$ cat src/rtl/pll_reprog_pkg.sv
package pll_reprog_pkg;

    typedef enum logic [3:0] {
        S_IDLE,
        S_WR,
        S_MIDC,
        S_RD,
        S_COMMIT,
        S_RST,
        S_SETTLE,
        S_LOCK,
        S_DONE
    } seq_state_e;

    typedef enum logic [1:0] {
        RES_NONE     = 2'd0,
        RES_OK       = 2'd1,
        RES_MISMATCH = 2'd2,
        RES_TIMEOUT  = 2'd3
    } seq_result_e;

    localparam int unsigned OFS_COMMIT = 32'h00;
    localparam int unsigned OFS_PUMP   = 32'h20;
    localparam int unsigned OFS_FILT   = 32'h40;
    localparam int unsigned OFS_FBDIV  = 32'h90;
    localparam int unsigned OFS_INDIV  = 32'hA0;
    localparam int unsigned OFS_CNT0   = 32'hC0;

endpackage

$ cat src/rtl/pll_reprog_timer.sv
module pll_reprog_timer #(
    parameter int unsigned W = 8
) (
    input  logic         clk,
    input  logic         rst_n,
    input  logic         load,
    input  logic [W-1:0] load_val,
    output logic         zero
);
    logic [W-1:0] cnt_d, cnt_q;

    always_comb begin
        cnt_d = cnt_q;
        if (load) begin
            cnt_d = load_val;
        end else if (cnt_q != '0) begin
            cnt_d = cnt_q - W'(1);
        end
    end

    always_ff @(posedge clk or negedge rst_n) begin
        if (!rst_n) cnt_q <= '0;
        else        cnt_q <= cnt_d;
    end

    assign zero = (cnt_q == '0);
endmodule

$ cat src/rtl/pll_reprog_lockq.sv
module pll_reprog_lockq #(
    parameter int unsigned QW = 16
) (
    input  logic          clk,
    input  logic          rst_n,
    input  logic          clear,
    input  logic          en,
    input  logic          locked,
    input  logic [QW-1:0] qual,
    output logic          met
);
    logic [QW:0] run_d, run_q;
    logic [QW:0] need;

    always_comb begin
        need  = (qual == '0) ? (QW+1)'(1) : {1'b0, qual};
        met   = en && locked && ((run_q + (QW+1)'(1)) >= need);
        run_d = run_q + (QW+1)'(1);
        if (clear || !en || !locked || met) begin
            run_d = '0;
        end
    end

    always_ff @(posedge clk or negedge rst_n) begin
        if (!rst_n) run_q <= '0;
        else        run_q <= run_d;
    end
endmodule

$ cat src/rtl/pll_reprog_seq.sv
module pll_reprog_seq
    import pll_reprog_pkg::*;
#(
    parameter int unsigned DW            = 32,
    parameter int unsigned AW            = 9,
    parameter int unsigned NUM_CNT       = 2,
    parameter int unsigned QW            = 16,
    parameter int unsigned CLK_KHZ       = 100000,
    parameter bit          FAST_SIM      = 1'b0,
    parameter int unsigned FAST_MS_TICKS = 16,
    parameter int unsigned WDOG_TICKS    = 500000
) (
    input  logic                  clk,
    input  logic                  rst_n,
    input  logic                  start,
    input  logic                  stepwise,
    input  logic [DW-1:0]         par_m,
    input  logic [DW-1:0]         par_n,
    input  logic [NUM_CNT*DW-1:0] par_c,
    input  logic [DW-1:0]         par_cp,
    input  logic [DW-1:0]         par_lf,
    input  logic [QW-1:0]         qual_cycles,
    output logic [AW-1:0]         bus_address,
    output logic                  bus_write,
    output logic [DW-1:0]         bus_writedata,
    output logic                  bus_read,
    input  logic [DW-1:0]         bus_readdata,
    input  logic                  bus_waitrequest,
    input  logic                  pll_locked,
    output logic                  pll_rst,
    output logic                  busy,
    output logic                  done,
    output logic [1:0]            status,
    output logic                  fail
);
    localparam int unsigned MS_TICKS = FAST_SIM ? FAST_MS_TICKS : CLK_KHZ;
    localparam int unsigned TMAX     = (MS_TICKS > WDOG_TICKS) ? MS_TICKS : WDOG_TICKS;
    localparam int unsigned TW       = $clog2(TMAX + 1);
    localparam int unsigned NSLOT    = NUM_CNT + 4;
    localparam int unsigned SW       = $clog2(NSLOT + 1);
    localparam int unsigned SLOT_CP  = NUM_CNT + 2;

    typedef struct packed {
        seq_state_e  st;
        logic [SW-1:0] slot;
        logic        miss;
        seq_result_e res;
    } seq_regs_t;

    seq_regs_t d, q;

    logic [AW-1:0] slot_addr [NSLOT];
    logic [DW-1:0] slot_val  [NSLOT];

    assign slot_addr[0] = AW'(OFS_FBDIV);
    assign slot_val[0]  = par_m;
    assign slot_addr[1] = AW'(OFS_INDIV);
    assign slot_val[1]  = par_n;
    for (genvar i = 0; i < NUM_CNT; i++) begin : g_cnt
        assign slot_addr[2+i] = AW'(OFS_CNT0 + i);
        assign slot_val[2+i]  = par_c[i*DW +: DW];
    end
    assign slot_addr[SLOT_CP]   = AW'(OFS_PUMP);
    assign slot_val[SLOT_CP]    = par_cp;
    assign slot_addr[SLOT_CP+1] = AW'(OFS_FILT);
    assign slot_val[SLOT_CP+1]  = par_lf;

    logic          ivl_load, ivl_zero;
    logic          wd_load, wd_zero;
    logic [TW-1:0] ivl_val, wd_val;
    logic          lq_clear, lq_met;

    pll_reprog_timer #(.W(TW)) u_ivl (
        .clk(clk), .rst_n(rst_n), .load(ivl_load), .load_val(ivl_val), .zero(ivl_zero)
    );

    pll_reprog_timer #(.W(TW)) u_wdog (
        .clk(clk), .rst_n(rst_n), .load(wd_load), .load_val(wd_val), .zero(wd_zero)
    );

    pll_reprog_lockq #(.QW(QW)) u_lockq (
        .clk(clk), .rst_n(rst_n), .clear(lq_clear), .en(q.st == S_LOCK),
        .locked(pll_locked), .qual(qual_cycles), .met(lq_met)
    );

    logic slot_last, slot_mid, rd_bad;

    always_comb begin
        d             = q;
        ivl_load      = 1'b0;
        ivl_val       = TW'(MS_TICKS - 1);
        wd_load       = 1'b0;
        wd_val        = TW'(WDOG_TICKS - 1);
        lq_clear      = 1'b0;
        bus_address   = '0;
        bus_write     = 1'b0;
        bus_read      = 1'b0;
        bus_writedata = '0;
        slot_last     = (q.slot == SW'(NSLOT - 1));
        slot_mid      = (q.slot >= SW'(1)) && (q.slot <= SW'(NUM_CNT + 1));
        rd_bad        = 1'b0;

        case (q.st)
            S_IDLE: begin
                if (start) begin
                    d.st   = S_WR;
                    d.slot = '0;
                    d.miss = 1'b0;
                    d.res  = RES_NONE;
                end
            end
            S_WR: begin
                bus_address   = slot_addr[q.slot];
                bus_writedata = slot_val[q.slot];
                bus_write     = 1'b1;
                if (!bus_waitrequest) begin
                    if (stepwise && slot_mid) begin
                        d.st = S_MIDC;
                    end else if (slot_last) begin
                        d.st   = S_RD;
                        d.slot = '0;
                    end else begin
                        d.slot = q.slot + SW'(1);
                    end
                end
            end
            S_MIDC: begin
                bus_address = AW'(OFS_COMMIT);
                bus_write   = 1'b1;
                if (!bus_waitrequest) begin
                    d.st   = S_WR;
                    d.slot = q.slot + SW'(1);
                end
            end
            S_RD: begin
                bus_address = slot_addr[q.slot];
                bus_read    = 1'b1;
                if (!bus_waitrequest) begin
                    rd_bad = (bus_readdata != slot_val[q.slot]);
                    d.miss = q.miss | rd_bad;
                    if (slot_last) begin
                        if (q.miss | rd_bad) begin
                            d.st  = S_DONE;
                            d.res = RES_MISMATCH;
                        end else begin
                            d.st = S_COMMIT;
                        end
                    end else begin
                        d.slot = q.slot + SW'(1);
                    end
                end
            end
            S_COMMIT: begin
                bus_address = AW'(OFS_COMMIT);
                bus_write   = 1'b1;
                if (!bus_waitrequest) begin
                    d.st     = S_RST;
                    ivl_load = 1'b1;
                end
            end
            S_RST: begin
                if (ivl_zero) begin
                    d.st     = S_SETTLE;
                    ivl_load = 1'b1;
                end
            end
            S_SETTLE: begin
                if (ivl_zero) begin
                    d.st     = S_LOCK;
                    wd_load  = 1'b1;
                    lq_clear = 1'b1;
                end
            end
            S_LOCK: begin
                if (lq_met) begin
                    d.st  = S_DONE;
                    d.res = RES_OK;
                end else if (wd_zero) begin
                    d.st  = S_DONE;
                    d.res = RES_TIMEOUT;
                end
            end
            S_DONE: begin
                d.st = S_IDLE;
            end
            default: begin
                d.st = S_IDLE;
            end
        endcase
    end

    always_ff @(posedge clk or negedge rst_n) begin
        if (!rst_n) begin
            q.st   <= S_IDLE;
            q.slot <= '0;
            q.miss <= 1'b0;
            q.res  <= RES_NONE;
        end else begin
            q <= d;
        end
    end

    assign pll_rst = (q.st == S_RST);
    assign busy    = (q.st != S_IDLE);
    assign done    = (q.st == S_DONE);
    assign status  = q.res;
    assign fail    = (q.res == RES_MISMATCH) || (q.res == RES_TIMEOUT);
endmodule

$ cat config.mk
export PLATFORM = sky130hd
export DESIGN_NAME = pll_reprog_seq
export DESIGN_NICKNAME = d
export VERILOG_FILES = /design/src/rtl/pll_reprog_pkg.sv /design/src/rtl/pll_reprog_timer.sv /design/src/rtl/pll_reprog_lockq.sv /design/src/rtl/pll_reprog_seq.sv
export SDC_FILE = /design/constraint.sdc
export NUM_CORES = 1
export LEC_CHECK = 0
export BUFFER_PORTS_ARGS = -buffer_cell sky130_fd_sc_hd__buf_2
export CAP_MARGIN = 20
export CORE_MARGIN = 4
export CORE_UTILIZATION = 48
export DETAILED_ROUTE_END_ITERATION = 10
export PLACE_DENSITY = 0.86
export SLEW_MARGIN = 20
export SYNTH_ARGS = -nofsm -noshare
export SYNTH_HDL_FRONTEND = slang
export SYNTH_SLANG_ARGS = --single-unit
$ cat constraint.sdc
create_clock -name clk -period 3.7 [get_ports clk]
set_input_delay 0.37 -clock clk [delete_from_list [all_inputs] [get_ports clk]]
set_output_delay 0.37 -clock clk [all_outputs]
set_load 0.05 [all_outputs]
==> results.sh <==
export IMPL_yosysTopAreaCellShare=0.2665
export IMPL_path_buf_inv=1
export IMPL_crit_path_end_kind="flip-flop"
export IMPL_synth_async_reset_ratio=1.000
export IMPL_port_buffer_count=290
export IMPL_start_kind="flip-flop"
export IMPL_synthAdderAreaFrac=0.04715
export IMPL_crit_chain="ha_1 > and4_1 > and2_1 > nand3_1 > xnor2_1 > ha_1 > a21o_1 > a2111oi_2 > nand3_1 > o31ai_2 > buf_4 > a21oi_1 > o32a_1 > o31a_1"
export IMPL_hold_viol_final=0
export IMPL_ant_nets=0
export IMPL_timing_hold_ws_ps=43.87
export IMPL_clk_insertion_delay_late_ps=330
export IMPL_required_ps=3910
export IMPL_first_pass_iters=6
export IMPL_cts_hold_buf=0
export IMPL_cts_tree="built"
export IMPL_drc=0
export IMPL_min_path_type="in -> async"
export IMPL_drt_iter0_drc=610
export IMPL_synth_compound_area_frac=0.1638
export IMPL_antenna_found_initial=0
export IMPL_path_class="reg -> reg"
export IMPL_syn_avg_cell_area_um2=8.418
export IMPL_fmax_ghz=0.2841
export IMPL_cp_num_cells=14
export IMPL_clock_sinks=65
export IMPL_period_share=0.9515
export IMPL_ys_ff_latch=65
export IMPL_start_util=0.4998
export IMPL_drive_gt1_frac=0.3850
export IMPL_dp_cells=1151
export IMPL_instances_no_fill=1168
export IMPL_cts_buffers=9
export IMPL_syn_cell_area_um2=6103
export IMPL_maxCapViolCount=0
export IMPL_path_clk_slew_ps=50
export IMPL_avgRoutedWirePerCell_um=18.99
export IMPL_fp_dieH_um=120.8
export IMPL_finalMaxSlewViolations=0
export IMPL_min_period_ps=3520
export IMPL_postLayoutCoreUtil=0.6525
export IMPL_syn_inst=725
export IMPL_insertedDiodeCount=0
export IMPL_setup_violations=0
export IMPL_fin_skew_ps=4.277
export IMPL_ys_warn_count=0
export IMPL_io_pins=295
export IMPL_die_x_um=120.8
export IMPL_critPathTopFamily="compound AO/OA/AOI/OAI gates"
export IMPL_ys_types=60
export IMPL_p_per_area_nw_per_um2=651.3
export IMPL_leakagePower_nw=4.094
export IMPL_vias=6696
export IMPL_synth_main_ff_cell="dfrtp_1"
export IMPL_grt_first_pass_wirelength_um=33060
export IMPL_place_congestion=0.9810
export IMPL_syn_to_final_growth_pct=30.55
export IMPL_most_common_layout_cells="289 x buf_2, 83 x nor2_1, 64 x dfrtp_1, 60 x nand2_1, 47 x mux2_2"
export IMPL_ys_top_cells_by_area="dfrtp_1 27%, mux2_2 8.7%, xor2_1 6.3%"
export IMPL_cts_root_buf="clkbuf_16"
export IMPL_r2r_cells=14
export IMPL_synthXorXnorAreaFrac=0.1062
export IMPL_grt_pass1_vias=6531
export IMPL_max_slew_margin=0.4646
export IMPL_cts_htree_levels=3
export IMPL_worst_pin_slew_ps=801.9
export IMPL_num_rows=40
export IMPL_synthMuxAreaShare=0.1326
export IMPL_cp_arrival_ps=3730
export IMPL_slowest_stage="dfrtp_1"
export IMPL_synth_top_family_by_area="simple AND/OR/NAND/NOR gates"
export IMPL_synthSimpleGateAreaFrac=0.2243
export IMPL_slowest_delay_ps=410
export IMPL_clock_path_buffers=2
export IMPL_synth_enable_flop_cells=0
export IMPL_overflow=0
export IMPL_core_area_um2=12210
export IMPL_ir_drop_uv=554.9
export IMPL_hpwl_um=17690
export IMPL_dieArea_um2=14580
export IMPL_final_common_cell="buf_2"
export IMPL_nets=1264
export IMPL_vias_per_cell=5.733
export IMPL_yosys_area_top_type="dfrtp_1"
export IMPL_status="finished, final reports clean"
export IMPL_routed_wl_um=22180
export IMPL_ys_seq_area_frac=0.2665
export IMPL_critPathMaxFanout=5
export IMPL_grt_total_usage=0.2853
export IMPL_grt_start_max_net_pins=48
## worst register-to-register path: stages (launching register included)
cell and delay (ps):
dfrtp_1 410, ha_1 230, and4_1 280, and2_1 200, nand3_1 100, xnor2_1 210
ha_1 280, a21o_1 180, a2111oi_2 390, nand3_1 190, o31ai_2 330, buf_4 180
a21oi_1 110, o32a_1 210, o31a_1 110
## final cells by class
type | count | area [um^2]
Clock inverter | 5 | 56.30
Inverter | 26 | 97.59
Fill cell | 1036 | 4244
Timing Repair Buffer | 308 | 1589
Tap cell | 168 | 210.2
Multi-Input combinational cell | 585 | 4151
Clock buffer | 11 | 232.7
Sequential cell | 65 | 1630
## flip-flops by register name (all words and copies together), names as in the netlist
register,cells
u_ivl.cnt_q,19
u_wdog.cnt_q,19
u_lockq.run_q,17
status,2
q,8
## metrics by stage
stage / area, um^2 / TNS, ps / power [W] / setup slack [ps]
3_5_place_dp: 7657 / 0 / 0.004320 / 142.5
2_1_floorplan: 6118 / 0 / 0.003474 / 475.9
6_report: 7968 / 0 / 0.005189 / 179.5
3_3_place_gp: 7657 / 0 / 0.004285 / 393.8
5_1_grt: 7968 / -150.9 / 0.005469 / -98.74
4_1_cts: 7946 / 0 / 0.005147 / 118.2
## synth_stat cells (all sizes together), types with 18 or more instances
cell type / number
xor2: 44
and3: 20
inv: 25
xnor2: 30
nand3: 18
buf: 27
nor2: 83
nand2: 60
o21ai: 28
dfrtp: 65
a21oi: 19
nor3: 21
mux2i: 28
a221o: 30
clkbuf: 26
mux2: 47
ha: 23
## logic make-up (layout without fill, tap and decap cells)
| family | Yosys count | in the layout |
|---|---|---|
| AOI/OAI and AO/OA | 133 | 133 |
| xor gates and xnor gates | 74 | 74 |
| DFF | 65 | 65 |
| buffers and inverters | 79 | 350 |
| other | 1 | 5 |
| muxes | 75 | 75 |
| adders and majority gates | 23 | 23 |
| and+or+nand+nor | 275 | 275 |
## layer usage
| layer | wire length (um) | track usage |
|---|---|---|
| met2 | 10840 | 0.4827 |
| met4 | 684 | 0.09561 |
| met1 | 8800 | 0.3560 |
| met5 | 0 | 0 |
| met3 | 1855 | 0.06969 |
## where the power goes
part	internal, W	switching (W)	leakage [nW]
Clock	0.000520	0.000298	0.139
Combinational	0.00114	0.00237	3.11
Sequential	0.000768	0.0000862	0.842
Total	0.00243	0.00276	4.09
## repair_timing
action,4_1_cts,5_1_grt
endpoints found under the setup margin,0,5
resized for setup,0,3
setup buffers,0,1
## worst paths after layout
check	from	endpoint	slack [ps]
worst min-delay path	rst_n	u_lockq.run_q[0]	40
worst max-delay path	u_lockq.run_q[0]	status[1]	180
worst max register to register	u_lockq.run_q[0]	status[1]	180
max in group asynchronous	rst_n	u_wdog.cnt_q[17]	2960
worst min register to register	u_wdog.cnt_q[18]	u_wdog.cnt_q[18]	510
min in group clk	bus_waitrequest	u_ivl.cnt_q[18]	380
No activity file was read; power rests on OpenSTA's default activity.
